**src/rtl/tcpc_pkg.sv**
```systemverilog
// Shared widths, action encoding and record layout for the TCP
// connection classifier. Assumes IPv4 tuples and 32-bit sequence space.
package tcpc_pkg;
    localparam int TUPLE_W   = 96;
    localparam int SEQ_W     = 32;
    localparam int LEN_W     = 16;
    localparam int SEG_PTR_W = 8;

    typedef enum logic [1:0] {
        ACT_DROP = 2'd0,
        ACT_APP  = 2'd1,
        ACT_FWD  = 2'd2,
        ACT_BUF  = 2'd3
    } act_e;

    typedef struct packed {
        logic                 est;
        logic                 syn;
        logic                 ack;
        logic [TUPLE_W-1:0]   tuple;
        logic [SEQ_W-1:0]     exp_seq;
        logic [SEG_PTR_W-1:0] seg_ptr;
    } conn_rec_t;
endpackage

```
**src/rtl/tcpc_hash.sv**
```systemverilog
// Folds the 96-bit connection tuple to a table index by XOR of all
// IDX_W-bit slices. Purely combinational; top slice is zero-padded.
module tcpc_hash
    import tcpc_pkg::*;
#(
    parameter int IDX_W = 4
) (
    input  logic [TUPLE_W-1:0] tuple,
    output logic [IDX_W-1:0]   idx
);
    localparam int NSLICE = (TUPLE_W + IDX_W - 1) / IDX_W;
    localparam int PAD_W  = NSLICE * IDX_W;

    logic [PAD_W-1:0] padded;
    assign padded = PAD_W'(tuple);

    // XOR every slice together
    always_comb begin
        idx = '0;
        for (int i = 0; i < NSLICE; i++) begin
            idx = idx ^ padded[i*IDX_W +: IDX_W];
        end
    end
endmodule

```
**src/rtl/tcpc_table.sv**
```systemverilog
// Connection record store: asynchronous read, single synchronous write.
// After reset it clears one entry per cycle and reports ready only when
// the sweep is done. Writes requested during the sweep are ignored;
// the caller must gate them with ready.
module tcpc_table
    import tcpc_pkg::*;
#(
    parameter int IDX_W = 4
) (
    input  logic             clk,
    input  logic             rst_n,
    input  logic [IDX_W-1:0] rd_idx,
    output conn_rec_t        rd_rec,
    input  logic             we,
    input  logic [IDX_W-1:0] wr_idx,
    input  conn_rec_t        wr_rec,
    output logic             ready
);
    localparam int DEPTH = 1 << IDX_W;

    conn_rec_t        mem [DEPTH];
    logic [IDX_W:0]   sweep;

    assign ready  = sweep[IDX_W];
    assign rd_rec = mem[rd_idx];

    // Sweep counter: runs from 0 to DEPTH once after reset
    always_ff @(posedge clk) begin
        if (!rst_n)       sweep <= '0;
        else if (!ready)  sweep <= sweep + 1'b1;
    end

    // Storage: clear during sweep, then accept policy writes
    always_ff @(posedge clk) begin
        if (rst_n) begin
            if (!ready)   mem[sweep[IDX_W-1:0]] <= '0;
            else if (we)  mem[wr_idx] <= wr_rec;
        end
    end

    assert_ready_sticky_R1: assert property (@(posedge clk) disable iff (!rst_n)
        ready |=> ready);
endmodule

```
**src/rtl/tcpc_policy.sv**
```systemverilog
// Combinational handshake, collision and ordering policy. Given the
// current record and a header, produces the action, the record to
// write back and whether a reorder buffer id is consumed.
module tcpc_policy
    import tcpc_pkg::*;
(
    input  conn_rec_t            cur,
    input  logic [TUPLE_W-1:0]   tuple,
    input  logic                 flag_syn,
    input  logic                 flag_ack,
    input  logic [SEQ_W-1:0]     seq_num,
    input  logic [LEN_W-1:0]     pay_len,
    input  logic                 csum_ok,
    input  logic [SEG_PTR_W-1:0] next_ptr,
    output act_e                 act,
    output conn_rec_t            nxt,
    output logic                 we,
    output logic                 alloc
);
    logic             owner;
    logic [SEQ_W-1:0] diff;
    logic [SEQ_W-1:0] advanced;

    assign owner    = cur.est && (cur.tuple == tuple);
    assign diff     = seq_num - cur.exp_seq;
    assign advanced = seq_num + SEQ_W'(pay_len) + SEQ_W'(flag_syn);

    // Decide action and new record contents
    always_comb begin
        act   = ACT_DROP;
        nxt   = cur;
        we    = 1'b0;
        alloc = 1'b0;
        if (!csum_ok) begin
            act = ACT_DROP;
        end else if (flag_syn && !owner) begin
            if (!cur.est || !cur.ack) begin
                act         = ACT_APP;
                we          = 1'b1;
                nxt.est     = 1'b1;
                nxt.syn     = 1'b1;
                nxt.ack     = 1'b0;
                nxt.tuple   = tuple;
                nxt.exp_seq = advanced;
                nxt.seg_ptr = '0;
            end else begin
                act = ACT_DROP;
            end
        end else if (!owner) begin
            act = ACT_FWD;
        end else begin
            we      = 1'b1;
            nxt.ack = cur.ack | flag_ack;
            nxt.syn = cur.syn | flag_syn;
            if (diff == '0) begin
                act         = ACT_APP;
                nxt.exp_seq = advanced;
            end else if (diff[SEQ_W-1]) begin
                act = ACT_FWD;
            end else begin
                act = ACT_BUF;
                if (cur.seg_ptr == '0) begin
                    nxt.seg_ptr = next_ptr;
                    alloc       = 1'b1;
                end
            end
        end
    end
endmodule

```
**src/rtl/tcp_conn_classifier.sv**
```systemverilog
// Top level: hashes the header tuple, looks up the connection record,
// applies the policy, writes the record back and registers a one-cycle
// action strobe. Assumes one header per cycle, taken when ready.
module tcp_conn_classifier
    import tcpc_pkg::*;
#(
    parameter int IDX_W = 4
) (
    input  logic                 clk,
    input  logic                 rst_n,
    input  logic                 hdr_valid,
    output logic                 hdr_ready,
    input  logic [31:0]          src_ip,
    input  logic [31:0]          dst_ip,
    input  logic [15:0]          src_port,
    input  logic [15:0]          dst_port,
    input  logic                 flag_syn,
    input  logic                 flag_ack,
    input  logic [SEQ_W-1:0]     seq_num,
    input  logic [LEN_W-1:0]     pay_len,
    input  logic                 csum_ok,
    output logic                 act_valid,
    output logic [1:0]           act_code,
    output logic [IDX_W-1:0]     act_index,
    output logic [SEG_PTR_W-1:0] act_seg
);
    logic [TUPLE_W-1:0]   tuple;
    logic [IDX_W-1:0]     idx;
    conn_rec_t            cur_rec, nxt_rec;
    act_e                 act;
    logic                 pol_we, pol_alloc, tbl_we, accept;
    logic [SEG_PTR_W-1:0] next_ptr, ptr_inc;

    assign tuple   = {src_ip, dst_ip, src_port, dst_port};
    assign accept  = hdr_valid && hdr_ready;
    assign tbl_we  = accept && pol_we;
    assign ptr_inc = next_ptr + 1'b1;

    tcpc_hash #(.IDX_W(IDX_W)) u_hash (.tuple(tuple), .idx(idx));

    tcpc_table #(.IDX_W(IDX_W)) u_table (
        .clk(clk), .rst_n(rst_n), .rd_idx(idx), .rd_rec(cur_rec),
        .we(tbl_we), .wr_idx(idx), .wr_rec(nxt_rec), .ready(hdr_ready)
    );

    tcpc_policy u_policy (
        .cur(cur_rec), .tuple(tuple), .flag_syn(flag_syn), .flag_ack(flag_ack),
        .seq_num(seq_num), .pay_len(pay_len), .csum_ok(csum_ok),
        .next_ptr(next_ptr), .act(act), .nxt(nxt_rec), .we(pol_we),
        .alloc(pol_alloc)
    );

    // Reorder buffer id allocator, never hands out zero
    always_ff @(posedge clk) begin
        if (!rst_n)
            next_ptr <= SEG_PTR_W'(1);
        else if (accept && pol_alloc)
            next_ptr <= (ptr_inc == '0) ? SEG_PTR_W'(1) : ptr_inc;
    end

    // Registered action strobe
    always_ff @(posedge clk) begin
        if (!rst_n) begin
            act_valid <= 1'b0;
            act_code  <= ACT_DROP;
            act_index <= '0;
            act_seg   <= '0;
        end else begin
            act_valid <= accept;
            act_code  <= act;
            act_index <= idx;
            act_seg   <= (act == ACT_BUF) ? nxt_rec.seg_ptr : '0;
        end
    end

    assert_bad_csum_no_write_R3: assert property (@(posedge clk) disable iff (!rst_n)
        (accept && !csum_ok) |-> !tbl_we);
    assert_bad_csum_dropped_R3: assert property (@(posedge clk) disable iff (!rst_n)
        act_valid |-> ($past(csum_ok) || act_code == ACT_DROP));
    assert_quiet_while_clearing_R1: assert property (@(posedge clk) disable iff (!rst_n)
        !hdr_ready |=> !act_valid);
    assert_strobe_follows_accept_R2: assert property (@(posedge clk) disable iff (!rst_n)
        act_valid |-> $past(accept));
    assert_buffer_has_id_R7: assert property (@(posedge clk) disable iff (!rst_n)
        (act_valid && act_code == ACT_BUF) |-> act_seg != '0);
    assert_id_never_zero_R7: assert property (@(posedge clk) disable iff (!rst_n)
        next_ptr != '0);
endmodule

```
**config.mk**
```make
export PLATFORM = sky130hd
export DESIGN_NAME = tcp_conn_classifier
export DESIGN_NICKNAME = d
export VERILOG_FILES = /design/src/rtl/tcpc_pkg.sv /design/src/rtl/tcpc_hash.sv /design/src/rtl/tcpc_table.sv /design/src/rtl/tcpc_policy.sv /design/src/rtl/tcp_conn_classifier.sv
export SDC_FILE = /design/constraint.sdc
export NUM_CORES = 2
export LEC_CHECK = 0
export ABC_AREA = 0
export ABC_CLOCK_PERIOD_IN_PS = 47800
export CORE_MARGIN = 2
export CORE_UTILIZATION = 28
export CTS_BUF_LIST = sky130_fd_sc_hd__clkbuf_2 sky130_fd_sc_hd__clkbuf_4 sky130_fd_sc_hd__clkbuf_8
export DETAILED_ROUTE_END_ITERATION = 10
export PLACE_DENSITY_LB_ADDON = 0.2
export SLEW_MARGIN = 20
export SYNTH_ARGS = -nofsm -noshare
export SYNTH_HDL_FRONTEND = slang
export SYNTH_SLANG_ARGS = --single-unit
```
**constraint.sdc**
```tcl
create_clock -name clk -period 47.8 [get_ports clk]
set_input_delay 9.56 -clock clk [delete_from_list [all_inputs] [get_ports clk]]
set_output_delay 9.56 -clock clk [all_outputs]
set_load 0.05 [all_outputs]
```
# Word level (Yosys, flattened, before mapping)
# Memories as Yosys holds them, arrays and structs flattened.
# Index checks and enable logic that the tools add are counted.
dict set report word_totals {
  register_bits 28
  latchBits 0
  ram_bits 2224
  mem_bits_ro 0
  input_bits 150
  out_inout_bits 16
  word_cells 94
  n_memories 1
}
dict set report classes {
  n_addsub 5
  multipliers 0
  div_mod_pow 0
  magnitude_cmp 0
  eq_ne 2
  shifts 0
  n_mux 40
  bitwise 25
  reduce_logical 14
}
# name words width rd rd_ports_with_merged_regs write_ports line
set memory_table {}
lappend memory_table {u_table.mem 16 139 1 0 1 tcpc_table.sv:21} ;# conn_rec_t mem [DEPTH];
# op count
set ops {}
lappend ops {{$mux W139} 3}
lappend ops {{$reduce_or A139 Y1} 1}
lappend ops {{$eq A96 B96 Y1} 1}
lappend ops {{$mux W96} 1}
lappend ops {{$xor A4 B4 Y4} 23}
lappend ops {{$mux W40} 2}
lappend ops {{$add A32 B1 Y32} 1}
lappend ops {{$add A32 B16 Y32} 1}
lappend ops {{$logic_not A32 Y1} 1}
lappend ops {{$mux W32} 1}
lappend ops {{$mux W8} 4}
lappend ops {{$sub A32 B32 Y32} 1}
lappend ops {{$mux W1} 21}
lappend ops {{$logic_not A8 Y1} 2}
lappend ops {{$mux W2} 6}
lappend ops {{$add A8 B1 Y8 const B} 1}
lappend ops {{$add A5 B1 Y5 const B} 1}
lappend ops {{$logic_and A1 B1 Y1} 5}
lappend ops {{$mux W5} 1}
lappend ops {{$mux W4} 1}
lappend ops {{$logic_not A1 Y1} 3}
lappend ops {{$eq A2 B2 Y1 const B} 1}
lappend ops {{$or A1 B1 Y1} 2}
lappend ops {{$reduce_and A2 Y1} 1}
lappend ops {{$logic_or A1 B1 Y1} 1}

# Depth between registers and ports, before layout
# An unclocked memory read counts as a cell.
dict set report logic_depth {
  depth_word 37
  ltp_mapped 34
}

# Cells and area by module
# A second synthesis with hierarchy kept.
dict set report unflattened {
  cells_unflattened 4478
  area_unflattened_um2 92703.9
}
# mod instances cells_per_inst area_per_inst_um2
set by_module_without_submodules {}
lappend by_module_without_submodules {tcpc_table 1 3476 84883.9}
lappend by_module_without_submodules {tcpc_policy 1 830 6104.6}
lappend by_module_without_submodules {tcp_conn_classifier 1 84 889.6}
lappend by_module_without_submodules {tcpc_hash 1 88 825.8}

# Worst setup path after synthesis
# OpenSTA, ideal clock, no wires.
dict set report synth_timing {
  path_kind {input-to-reg}
  start {in src_ip[0]}
  end {mem u_table.mem[13][0] in the netlist's numbering, enable pin}
  arrival_ps 24086
  required_time_ps 46955
  setup_slack_ps 22869
  cell_stages 16
  path_cell_list {buf_2 -> xnor2_1 -> xnor2_1 -> xnor2_1 -> xor3_1 -> buf_2 -> buf_2 -> buf_2 -> buf_2 -> buf_1 -> mux4_2 -> mux4_2 -> a21boi_0 -> o21ai_2 -> clkbuf_1 -> o32ai_1}
}
dict set report synth_via {
  elab_chain_cells 22
  word_cells_on_any_way 28
  cone_classes {eq/ne: 1; mux: 10; bitwise: 8; reduce/logical: 8; memory: 1}
}
# element line
set synth_rtl {}
lappend synth_rtl {{from (decl)} tcp_conn_classifier.sv:13} ;# input logic [31:0] src_ip,
lappend synth_rtl {{$xor A4 B4 Y4 (8 in series)} tcpc_hash.sv:21} ;# idx = idx ^ padded[i*IDX_W +: IDX_W];
lappend synth_rtl {{$mem_v2 Z16 W139} n/a}
lappend synth_rtl {{$eq A96 B96 Y1} tcpc_policy.sv:24} ;# assign owner = cur.est && (cur.tuple == tuple);
lappend synth_rtl {{$logic_and A1 B1 Y1} tcpc_policy.sv:24}
lappend synth_rtl {{$logic_not A1 Y1} tcpc_policy.sv:36} ;# end else if (flag_syn && !owner) begin
lappend synth_rtl {{$logic_and A1 B1 Y1} tcpc_policy.sv:36}
lappend synth_rtl {{$mux W1} tcpc_policy.sv:36}
lappend synth_rtl {{$mux W1} tcpc_policy.sv:34} ;# if (!csum_ok) begin
lappend synth_rtl {{$logic_and A1 B1 Y1} tcp_conn_classifier.sv:36} ;# assign tbl_we = accept && pol_we;
lappend synth_rtl {{$mux W1} tcpc_table.sv:37} ;# else if (we) mem[wr_idx] <= wr_rec;
lappend synth_rtl {{$mux W1} tcpc_table.sv:36} ;# if (!ready) mem[sweep[IDX_W-1:0]] <= '0;
lappend synth_rtl {{$mux W1} tcpc_table.sv:35} ;# if (rst_n) begin
lappend synth_rtl {{$mux W1 (implied by the code)} tcpc_table.sv:37}
lappend synth_rtl {{$reduce_or A139 Y1 (no source line)} n/a}
lappend synth_rtl {{$mux W4 (no source line) or $mux W1 (tied branches)} n/a}
lappend synth_rtl {{to (decl)} tcpc_table.sv:21}
# Parallel ways exist; a longest one is shown, timed or not.

# Worst setup path after layout
dict set report layout_timing {
  start {in src_ip[24]}
  end {mem u_table.mem[2][37] in the netlist's numbering, data pin}
}
dict set report layout_via {
  elab_chain_cells 16
  word_cells_on_any_way 28
  cone_classes {add/sub: 1; eq/ne: 1; mux: 14; bitwise: 2; reduce/logical: 9; memory: 1}
}
# element line
set layout_rtl {}
lappend layout_rtl {{$xor A4 B4 Y4 (2 in series)} tcpc_hash.sv:21}
lappend layout_rtl {{$mem_v2 Z16 W139} n/a}
lappend layout_rtl {{$eq A96 B96 Y1} tcpc_policy.sv:24}
lappend layout_rtl {{$logic_and A1 B1 Y1} tcpc_policy.sv:24}
lappend layout_rtl {{$logic_not A1 Y1} tcpc_policy.sv:36}
lappend layout_rtl {{$logic_and A1 B1 Y1} tcpc_policy.sv:36}
lappend layout_rtl {{$mux W1} tcpc_policy.sv:36}
lappend layout_rtl {{$mux W1} tcpc_policy.sv:34}
lappend layout_rtl {{$logic_and A1 B1 Y1} tcp_conn_classifier.sv:36}
lappend layout_rtl {{$mux W1} tcpc_table.sv:37}
lappend layout_rtl {{$mux W1} tcpc_table.sv:36}
lappend layout_rtl {{$mux W1} tcpc_table.sv:35}
lappend layout_rtl {{$mux W1 (implied by the code)} tcpc_table.sv:37}
lappend layout_rtl {{$reduce_or A139 Y1 (no source line)} n/a}
lappend layout_rtl {{$mux W139 (no source line) (*)} n/a}
# Mark *: on every way between the ends. The rest lies on a longest branch, timed or not.

==> results.toml <==
[run_status]
status = "finished, final reports clean"

[critical_path]
crit_family = "buffers and inverters"
critPathSlowestCell = "nor4b_1"
slowest_delay_ns = 0.93
rrSetupSlack_ns = 39.99
crit_arrival_ns = 21.80
cp_num_buf_inv = 7
worst_ep_required_time_ns = 48.42
startpoint_type = "input pin"
crit_path_frequent_cell = "buf_4"
end_kind = "flip-flop"
worstPathMaxFanout = 59
crit_type = "input pin to flip-flop"

[worst_hold_path]
hold_class = "flip-flop to flip-flop"

[detailed_routing]
wl_per_cell_um = 30.2
wl_met1_um = 146000
via_per_inst = 5.13
remaining_drc_errors = 0
drt-initial-drc-count = 5601
wl_met3_um = 23100
drt_pass1_iterations = 5
highest_layer = "met5"
antenna_left = 0
drt_wl_total_um = 328000
vias = 55900
met2WireLength_um = 151000

[cells_and_area]
final.fill_count = 32600
nets = 6279
final_cell_mix = "edfxtp_1, mux2i_1, nand2_1"
fin_area_sq_um = 110000
layout_commonest_cell = "edfxtp_1"
drive_above_1_share_pct = 18.5
area_growth_pct = 15.6

[global_routing]
grt_pass1_vias = 56000
grt.overflow.total = 0
grt_max_degree = 116
grt_usage_pct = 18.7
grt_pass1_wl_um = 452000
antenna_found_initial = 24

[synth]
ys_warn_count = 0
synth_nets = 5866
yosysTopAreaCell = "edfxtp_1"
synth_cell_types = 93
synth-edff-count = 2208
async_flop_share_pct = 0
syn_area_sq_um = 94900
synthTopCellsByArea = "edfxtp_1, mux4_2, mux2i_1, nand2_1, xnor2_1"
synth.yosys.seq_area_share_pct = 70.4
syn_inst = 5666
netlist.area_leader.share_pct = 69.9
ys.flop_type = "edfxtp_1"
ys_ff_latch = 2236
syn_avg_cell_area_sq_um = 16.8

[clocking]
clk_latency_ns = 1.03
cts_tree = "yes"
post_cts_resized = 0
numClockSinks = 2236
cts_buffers = 384
htree_levels = 5
hold_buffers = 0
cts.path.max_buffers = 4
path_clk_slew_ns = 0.06
cts_root_buf = "clkbuf_8"
cts_setup_buffers = 0

[place]
place_congestion = 0.890
dpl_cell_area_sq_um = 102000
dpl.hpwl_um = 188000
post-place-ws_ns = 25.55
io_buffers = 165

[sta]
finalHoldViolations = 0
fin_skew_ns = 0.109
fin_ws_ns = 26.62
layout_min_cycle_time_ns = 21.18
worstMarginPinSlew_ns = 1.21
slew_viol_final = 0
finalSetupTns_ns = 0
timing.fmax_mhz = 47.2
setup_viol = 0
period_share_pct = 44.3
relSlewSlack_pct = 18.9
rsz0062_at_grt = "false"

[floorplanning]
core_area_sq_um = 337000
dieArea_sq_um = 344000
ioPinCount = 166
initial_core_util_pct = 28.2
fp.dieH_um = 586
die_w_um = 586
rows = 213

[flow_run]
drv_cap = 0
-- worst reg2reg max path, stage by stage (launching register included) --
cell	delay [ns]
edfxtp_1	0.36
mux4_2	0.50
mux4_2	0.53
inv_1	0.09
ha_1	0.26
nor2b_1	0.16
o31a_1	0.27
o2111a_1	0.30
o21bai_1	0.24
a21boi_0	0.19
nor4_1	0.30
a21oi_1	0.11
or4_1	0.52
or4_1	0.42
or4_1	0.45
nor4b_1	0.93
and4_1	0.31
buf_4	0.26
nor2_2	0.20
buf_4	0.26
a211oi_2	0.85
-- final cells by class --
type                       instances  area, sq um  share of cell area (%)
antenna                            8         20.0                  0.0182
clock buffer                     515         6290                    5.73
clock inverter                   155          935                   0.852
inverter                          72          270                   0.246
multi-input combinational       3053        26600                    24.3
sequential                      2236        66900                    60.9
tap                             4515         5650                    5.15
timing repair buffer             332         3090                    2.82
-- sequential cells by signal, summed over array words and instances, names as in the netlist --
register	count
act_seg	8
u_table.sweep	5
act_index	4
act_code	2
next_ptr	8
act_valid	1
u_table.mem	2208
-- per-layer routing --
layer	vias to the layer above	global-route usage (%)
met4	8	4.95
met1	29900	26.2
met5	-	0
li1	23400	-
met2	2165	29.7
met3	494	3.56
-- cell usage after synthesis (all sizes together), types with 7 or more instances --
cell type	instances
or4	16
nand2	559
nor2b	13
or3	18
o21ai	82
inv	72
nor2	256
a2111oi	9
or2	8
a32o	8
nor3	45
a21boi	15
nand2b	15
clkbuf	79
a211oi	33
dfxtp	28
and3b	13
ha	48
nand3	153
o31ai	18
o211ai	11
a211o	11
o21a	9
nand4	38
o2111ai	13
a31oi	30
and3	28
buf	226
edfxtp	2208
nor3b	7
xnor2	145
mux4	324
xor2	62
a21o	24
o22ai	53
o32ai	8
mux2	16
and4	7
a21oi	116
o221ai	10
nor4	18
a22oi	43
mux2i	596
a32oi	80
-- path summary, 6_finish.rpt --
path | start | endpoint | cells after the start
setup / recovery | src_ip[24] | u_table.mem[2][37] | 27
hold / removal | next_ptr[1] | next_ptr[1] | 2
setup reg to reg | u_table.mem[7][9] | u_table.mem[2][37] | 20
hold reg to reg | next_ptr[1] | next_ptr[1] | 2
-- logic make-up (layout without fill, tap and decap cells) --
logic type                 count (synthesis)  after routing  synth area share, %
and+or+nand+nor                         1223           1223                 5.85
xor gates and xnor gates                 215            215                 2.13
buffers and inverters                    377           1074                 2.01
muxes                                    936            936                 14.2
adders and majority gates                 50             50                0.675
other                                      0              8                    0
AOI/OAI and AO/OA                        629            629                 4.72
DFF                                     2236           2236                 70.4
-- stage by stage --
step / hold slack (ns) / cells / utilization [%]
after floorplan: 0.463 / 5666 / -
after detailed placement: 0.497 / 10200 / 30.4
after global placement: 0.485 / 10200 / 30.4
after global routing: 0.549 / 10900 / 32.6
final: 0.504 / 10900 / 32.6
after CTS: 0.510 / 10900 / 32.5
Power is not shown: default switching activity piles up to over one toggle a cycle in this logic, so the estimate is an artifact.
